$ cat src/rtl/bkpt_pkg.sv
package bkpt_pkg;

    typedef enum logic [1:0] {
        ST_IDLE = 2'd0,
        ST_ACK  = 2'd1,
        ST_EXC  = 2'd2
    } ack_st_e;

    localparam logic [2:0] FC_CPU_SPACE  = 3'b111;
    localparam logic [3:0] CS_TYPE_BRK   = 4'b0000;
    localparam logic [2:0] BRK_NUMBER    = 3'b111;
    localparam logic       BRK_TYPE_BIT  = 1'b1;

    // low 20 address bits: type[19:16], zeros[15:5], number[4:2], T[1], 0
    localparam logic [19:0] ACK_ADDR_LO =
        {CS_TYPE_BRK, 11'b0, BRK_NUMBER, BRK_TYPE_BIT, 1'b0};

endpackage

$ cat src/rtl/bkpt_tag_track.sv
module bkpt_tag_track (
    input  logic clk,
    input  logic rst_n,
    input  logic brk_i,
    input  logic fetch_vld_i,
    input  logic fetch_operand_i,
    input  logic insn_done_i,
    input  logic flush_i,
    input  logic busy_i,
    output logic fire_o
);

    typedef struct packed {
        logic pf;   // tag bound to the prefetched (next) instruction
        logic cur;  // tag bound to the executing instruction
    } tag_s;

    tag_s s_d, s_q;
    logic capture;
    logic pf_new, cur_new;

    always_comb begin
        s_d     = s_q;
        fire_o  = 1'b0;
        capture = brk_i & fetch_vld_i & ~busy_i;
        pf_new  = s_q.pf  | (capture & ~fetch_operand_i);
        cur_new = s_q.cur | (capture &  fetch_operand_i);
        if (flush_i) begin
            s_d = '0;
        end else if (busy_i) begin
            s_d = s_q;
        end else if (insn_done_i) begin
            fire_o = cur_new;
            s_d.cur = pf_new;
            s_d.pf  = 1'b0;
        end else begin
            s_d.pf  = pf_new;
            s_d.cur = cur_new;
        end
    end

    always_ff @(posedge clk) begin
        if (!rst_n) s_q <= '0;
        else        s_q <= s_d;
    end

endmodule

$ cat src/rtl/bkpt_ack_fsm.sv
module bkpt_ack_fsm
    import bkpt_pkg::*;
#(
    parameter int ADDR_W = 24,
    parameter int FC_W   = 3
) (
    input  logic              clk,
    input  logic              rst_n,
    input  logic              fire_i,
    input  logic              dbg_en_i,
    input  logic              bus_ack_i,
    input  logic              bus_err_i,
    output logic              busy_o,
    output logic              bus_req_o,
    output logic [ADDR_W-1:0] bus_addr_o,
    output logic [FC_W-1:0]   bus_fc_o,
    output logic              bus_rd_o,
    output logic              bus_word_o,
    output logic              exc_req_o,
    output logic              dbg_entry_o
);

    localparam logic [ADDR_W-1:0] ACK_ADDR = ADDR_W'(ACK_ADDR_LO);
    localparam logic [FC_W-1:0]   ACK_FC   = FC_W'(FC_CPU_SPACE);

    typedef struct packed {
        ack_st_e st;
        logic    dbg;
    } fsm_s;

    fsm_s s_d, s_q;

    always_comb begin
        s_d     = s_q;
        s_d.dbg = 1'b0;
        unique case (s_q.st)
            ST_IDLE: begin
                if (fire_i) begin
                    if (dbg_en_i) s_d.dbg = 1'b1;
                    else          s_d.st  = ST_ACK;
                end
            end
            ST_ACK: begin
                if (bus_ack_i || bus_err_i) s_d.st = ST_EXC;
            end
            ST_EXC:  s_d.st = ST_IDLE;
            default: s_d.st = ST_IDLE;
        endcase
    end

    always_ff @(posedge clk) begin
        if (!rst_n) s_q <= '{st: ST_IDLE, dbg: 1'b0};
        else        s_q <= s_d;
    end

    assign busy_o      = (s_q.st != ST_IDLE);
    assign bus_req_o   = (s_q.st == ST_ACK);
    assign bus_addr_o  = bus_req_o ? ACK_ADDR : '0;
    assign bus_fc_o    = bus_req_o ? ACK_FC   : '0;
    assign bus_rd_o    = bus_req_o;
    assign bus_word_o  = bus_req_o;
    assign exc_req_o   = (s_q.st == ST_EXC);
    assign dbg_entry_o = s_q.dbg;

endmodule

$ cat src/rtl/bkpt_ack_ctrl.sv
module bkpt_ack_ctrl #(
    parameter int ADDR_W = 24,
    parameter int FC_W   = 3
) (
    input  logic              clk,
    input  logic              rst_n,
    input  logic              brk_i,
    input  logic              fetch_vld_i,
    input  logic              fetch_operand_i,
    input  logic              insn_done_i,
    input  logic              flush_i,
    input  logic              dbg_en_i,
    input  logic              bus_ack_i,
    input  logic              bus_err_i,
    output logic              bus_req_o,
    output logic [ADDR_W-1:0] bus_addr_o,
    output logic [FC_W-1:0]   bus_fc_o,
    output logic              bus_rd_o,
    output logic              bus_word_o,
    output logic              exc_req_o,
    output logic              dbg_entry_o
);

    logic fire;
    logic busy;

    bkpt_tag_track tag_i (
        .clk             (clk),
        .rst_n           (rst_n),
        .brk_i           (brk_i),
        .fetch_vld_i     (fetch_vld_i),
        .fetch_operand_i (fetch_operand_i),
        .insn_done_i     (insn_done_i),
        .flush_i         (flush_i),
        .busy_i          (busy),
        .fire_o          (fire)
    );

    bkpt_ack_fsm #(
        .ADDR_W (ADDR_W),
        .FC_W   (FC_W)
    ) fsm_i (
        .clk         (clk),
        .rst_n       (rst_n),
        .fire_i      (fire),
        .dbg_en_i    (dbg_en_i),
        .bus_ack_i   (bus_ack_i),
        .bus_err_i   (bus_err_i),
        .busy_o      (busy),
        .bus_req_o   (bus_req_o),
        .bus_addr_o  (bus_addr_o),
        .bus_fc_o    (bus_fc_o),
        .bus_rd_o    (bus_rd_o),
        .bus_word_o  (bus_word_o),
        .exc_req_o   (exc_req_o),
        .dbg_entry_o (dbg_entry_o)
    );

endmodule

$ cat config.mk
export PLATFORM = sky130hd
export DESIGN_NAME = bkpt_ack_ctrl
export DESIGN_NICKNAME = d
export VERILOG_FILES = /design/src/rtl/bkpt_pkg.sv /design/src/rtl/bkpt_tag_track.sv /design/src/rtl/bkpt_ack_fsm.sv /design/src/rtl/bkpt_ack_ctrl.sv
export SDC_FILE = /design/constraint.sdc
export NUM_CORES = 1
export LEC_CHECK = 0
export CAP_MARGIN = 40
export CORE_ASPECT_RATIO = 1.2
export CORE_MARGIN = 2
export CORE_UTILIZATION = 29
export DETAILED_ROUTE_END_ITERATION = 10
export GPL_ROUTABILITY_DRIVEN = 1
export HOLD_SLACK_MARGIN = 0.06
export PLACE_DENSITY = 0.77
export SLEW_MARGIN = 20
export SYNTH_ARGS = -nofsm -noshare
export SYNTH_HDL_FRONTEND = slang
export SYNTH_SLANG_ARGS = --single-unit
$ cat constraint.sdc
create_clock -name clk -period 1.31 [get_ports clk]
set_input_delay 0.262 -clock clk [delete_from_list [all_inputs] [get_ports clk]]
set_output_delay 0.262 -clock clk [all_outputs]
set_load 0.05 [all_outputs]
* Word level (Yosys, flattened, before mapping)
Index checks and enable logic that the tools add are counted.
** Word-level totals
- Output and inout bits :: 32
- Logic and storage cells :: 35
- Register bits after elaboration :: 5
- Bits of input ports :: 10
** Operators by class
- Reductions and logical operators :: 6
- Equality and inequality tests :: 5
- Bitwise operators :: 9
- Muxes and demuxes :: 11
** Operator list (count)
- $mux W2 :: 3
- $mux W3 :: 2
- $ne A2 B2 Y1 const B :: 3
- $reduce_and A3 Y1 :: 2
- $mux W5 :: 1
- $and A1 B1 Y1 :: 4
- $mux W1 :: 4
- $pmux W2 S2 :: 1
- $not A1 Y1 :: 3
- $eq A2 B1 Y1 const B :: 1
- $eq A2 B2 Y1 const B :: 1
- $logic_not A2 Y1 :: 1
- $or A1 B1 Y1 :: 2
- $reduce_bool A2 Y1 :: 1
- $reduce_or A2 Y1 :: 1
- $logic_or A1 B1 Y1 :: 1

* Logic depth before layout (Yosys ltp)
- Word-level depth :: 10
- Mapped depth :: 3
- Gate-level depth less buffers :: 3

* Cells and area by module
Synthesis repeated with hierarchy kept, for this count alone.
** Second synthesis, totals
- Cell total of the unflattened synthesis :: 57
- Area total of the unflattened synthesis :: 471.7 µm²
** Modules (own cells, without submodules)
- bkpt_ack_fsm :: sequential area each 60.1 µm², area an instance 350.3 µm², cells each 44, instances 1
- bkpt_tag_track :: sequential area each 40.0 µm², area an instance 121.4 µm², cells each 13, instances 1

* Worst setup path after synthesis
Ideal clock, no wire load.
- Kind :: register to output
- Start :: register fsm_i.s_q[1] (netlist name)
- End :: output bus_addr_o[1]
- Slack :: -0.289 ns
- Path buffers :: 1
- Data required time :: 1.048 ns
- Data arrival time :: 1.337 ns
- Stages on the path, launching flop included :: 3
- Cells stage by stage :: dfxtp_1 > nor2b_2 > buf_4
** Between the ends
- Word-level cells in the longest chain between the ends :: 2
** RTL lines
- start: declaration :: RTL line bkpt_ack_fsm.sv:31 : fsm_s s_d, s_q;
- start signal: assignment :: RTL line bkpt_ack_fsm.sv:52 : if (!rst_n) s_q <= '{st: ST_IDLE, dbg: 1'b0};
- $eq A2 B1 Y1 :: RTL line bkpt_ack_fsm.sv:57 : assign bus_req_o = (s_q.st == ST_ACK);
- named net bus_rd_o :: RTL line bkpt_ack_ctrl.sv:18 : output logic bus_rd_o,
- $mux W5 :: RTL line bkpt_ack_fsm.sv:58 : assign bus_addr_o = bus_req_o ? ACK_ADDR : '0;
- end: declaration :: RTL line bkpt_ack_ctrl.sv:16 : output logic [ADDR_W-1:0] bus_addr_o,
The timed path passes the listed nets, and every way through them passes these cells.

* Worst setup path after layout
- Start :: register fsm_i.s_q[1] (netlist name)
- End :: output bus_addr_o[3]
** Between the ends
- Word-level cells in the longest chain between the ends :: 2
** RTL lines (RTL line)
- $eq A2 B1 Y1 :: bkpt_ack_fsm.sv:57
- $mux W5 :: bkpt_ack_fsm.sv:58
Every way passes these cells.

==> metrics.md <==
| Metric | Value |
|---|---|
| Status | finished, violations left |
| Violated checks | setup timing |
| I/O Buffers | 21 |
| Clk_skew | approximately 0.00095 ns |
| Syn_area_per_cell | approximately 8.6 µm² |
| Total grt overflow | 0 |
| Yosys top cell by area | buf_4 |
| Fillers | 132 |
| Reg clk slew, reported paths | about 0.040 ns |
| Mapped Area | about 460 µm² |
| Detail Placement HPWL | 716 µm |
| Final core area utilization | 0.524 |
| Sequential area share after synthesis | 0.219 |
| Fmax | around 0.74 GHz |
| Switching Share | 0.421 |
| Worst Setup Path Type | reg2out |
| CTS tree | yes |
| Max cap viols | 0 |
| Die Wd | 40.2 µm |
| 1st-iter DRT viols | 7 |
| Yosys warns | 0 |
| Vias in the first global route | 376 |
| Switch Pwr | between 0.0002 and 0.00025 W |
| Die area | about 0.0019 mm² |
| Worst-case clock buffer depth | 2 |
| Place WS | -0.246 ns |
| Post-synth cell types | 19 |
| GRT Overall Usage | 0.129 |
| Fin worst setup slack | -0.0333 ns |
| Share of post-route cells with drive strength above 1 | 0.361 |
| First-pass GRT wire length | between 1500 and 2000 µm |
| Final Cycle Share | 1.03 |
| Final #Nets | 83 |
| Hold Path Class | reg2reg |
| Worst Path Required | 1.05 ns |
| RSZ-0062 raised after global routing | true |
| Gate power share | 0.394 |
| Most area-consuming cells after synthesis | buf_4 48%, dfxtp_1 22%, o41ai_2 3.6%, nor4b_2 3.3%, nor2_1 2.5% |
| Multi-input logic area | ~230 µm² |
| Peak VDD IR | 0.367 mV |
| Cell Rows | 15 |
| Setup crit end kind | output pin |
| Drt drc | 0 |
| Num CTS Buffers | 3 |
| Initial antenna violation count | 0 |
| Core box area | around 0.0015 mm² |
| Crit Path Max Fanout | 5 |
| Period minus WS final | around 1.3 ns |
| N_diodes | 0 |
| Arr. time, crit path | around 1.1 ns |
| Final hold vios | 0 |
| Critical path's slowest cell | dfxtp_2 |
| Worst path cell trace | nor2b_4, clkbuf_16, buf_12 |
| GPL Wtd Cong | 0.701 |
| Crit path launch type | flop |
| Initial Util | 0.312 |
| Clk Tree Root Cell | clkbuf_4 |
| Final Max Tran Viols | 0 |
| WL per Instance | approximately 10 µm |
| Flop pwr share | 0.280 |
| Num Clock Sinks | 5 |
| P per Cell Area | 730 mW/mm² |
| Area delta synth->final | 67.9% |
| Clk pwr share | 0.326 |
| Drt via density | around 4 |
| Share of the synthesized area in the top cell type | 0.477 |
| Vias | 359 |
| Final setup fails | 11 |
| Drt total wl | about 930 µm |
| ANT nets after route | 0 |
| Clk_lat worst skew | 0.24 ns |
| Pleak | around 0.34 nW |
| Largest net degree at the start of global routing | 7 |
| H-tree depth | 1 |
| Die span in y | between 40 and 50 µm |
| Yosys reg bits | 5 |
| Drt pass-1 iters | 6 |
| Top-Level Pins | 42 |
| Internal Power | roughly 0.00032 W |
| Critical Path Max Stage Delay | about 0.33 ns |
| Cells after Synth | 53 |
| Register area | between 100 and 150 µm² |
[power by group through the flow]
stage | Sequential, W | Combinational (W) | Clock (W)
detailed placement | 0.000160 | 0.000213 | 0
global route | 0.000157 | 0.000231 | 0.000209
global placement | 0.000159 | 0.000210 | 0
floorplan | 0.000160 | 0.000210 | 0
CTS | 0.000157 | 0.000217 | 0.000189
finish | 0.000157 | 0.000220 | 0.000183
[final cells by class]
class / count / area share
tap: 17 / 0.0277
multi-input combinational: 38 / 0.295
clock buffer: 4 / 0.0343
timing repair buffer: 25 / 0.509
sequential: 5 / 0.134
[Yosys cell counts (all sizes together)]
cell type / number
nor2: 3
dfxtp: 5
nand2b: 1
and2b: 1
nor4b: 1
and3b: 1
a41oi: 1
buf: 29
conb: 1
nor3b: 1
a211oi: 1
a31oi: 1
a21oi: 1
nor2b: 1
nor3: 1
o41ai: 1
nand2: 1
nand3: 1
or3b: 1
[registers in the layout, indices dropped and copies added, names as in the netlist]
name               cells
fsm_i.s_q              2
tag_i.s_q              2
fsm_i.dbg_entry_o      1
[routing by layer]
layer	GRT usage	vias to the layer above	wire length, µm
met1	0.125	162	278
met2	0.216	32	532
met3	0.0651	0	118
met4	0.0800	0	0
li1	-	165	-
met5	0	-	0
[per-stage QoR]
stage / TNS [ns] / hold slack (ns) / cell area, µm² / total power [W] / std cells
finish: -0.244 / 0.526 / 767 / 0.000560 / 89
global route: -0.865 / 0.552 / 767 / 0.000597 / 89
CTS: -0.625 / 0.521 / 758 / 0.000563 / 89
detailed placement: -0.685 / 0.509 / 687 / 0.000372 / 82
global placement: -0.605 / 0.506 / 687 / 0.000370 / 82
floorplan: -0.165 / 0.368 / 533 / 0.000370 / 72
[cell usage in the layout (no fill, tap or decap)]
master | netlist | final
clkbuf_1 | 0 | 1
a211oi_1 | 1 | 1
clkbuf_16 | 0 | 1
a41oi_1 | 1 | 1
conb_1 | 1 | 20
nand2_1 | 1 | 1
nand2b_1 | 1 | 1
buf_12 | 0 | 13
nor2_1 | 3 | 3
clkdlybuf4s50_1 | 0 | 9
and2b_2 | 1 | 1
nor4b_2 | 1 | 1
dfxtp_2 | 0 | 2
nor3_1 | 1 | 1
and3b_1 | 1 | 1
a31oi_1 | 1 | 1
nor2b_4 | 0 | 1
o41ai_4 | 0 | 1
a21oi_1 | 1 | 1
or3b_4 | 1 | 1
dfxtp_1 | 5 | 3
clkbuf_4 | 0 | 3
nand3_1 | 1 | 1
buf_4 | 29 | 2
nor3b_1 | 1 | 1
[cell families (layout without fill, tap and decap cells)]
group	count (synthesis)	after routing	synth area share
other cells	1	20	0.00821
buf+inv	29	29	0.477
flops	5	5	0.219
simple gates	13	13	0.200
compound gates	5	5	0.0959
[timing repair]
item / CTS / global route
setup endpoints to repair: 10 / 12
hold buffers: 0 / 0
buffers inserted: 2 / 0
gates resized for setup: 3 / 2
gates cloned: 1 / 0
[final timing paths]
kind              endpoint          from  slack [ns]  cells after the start
max          bus_addr_o[3]  fsm_i.s_q[1]       -0.03                      3
min           tag_i.s_q[1]  tag_i.s_q[1]        0.53                      2
max reg2reg   fsm_i.s_q[1]  fsm_i.s_q[1]           0                      3
min reg2reg   tag_i.s_q[1]  tag_i.s_q[1]        0.53                      2
[worst max-delay path, delay by kind of cell (launching register included)]
kind,cells,cell delay [ns]
DFF,1,0.33
buffers and inverters,2,0.31
and+or+nand+nor,1,0.19
(Power assumes the default switching activity.)
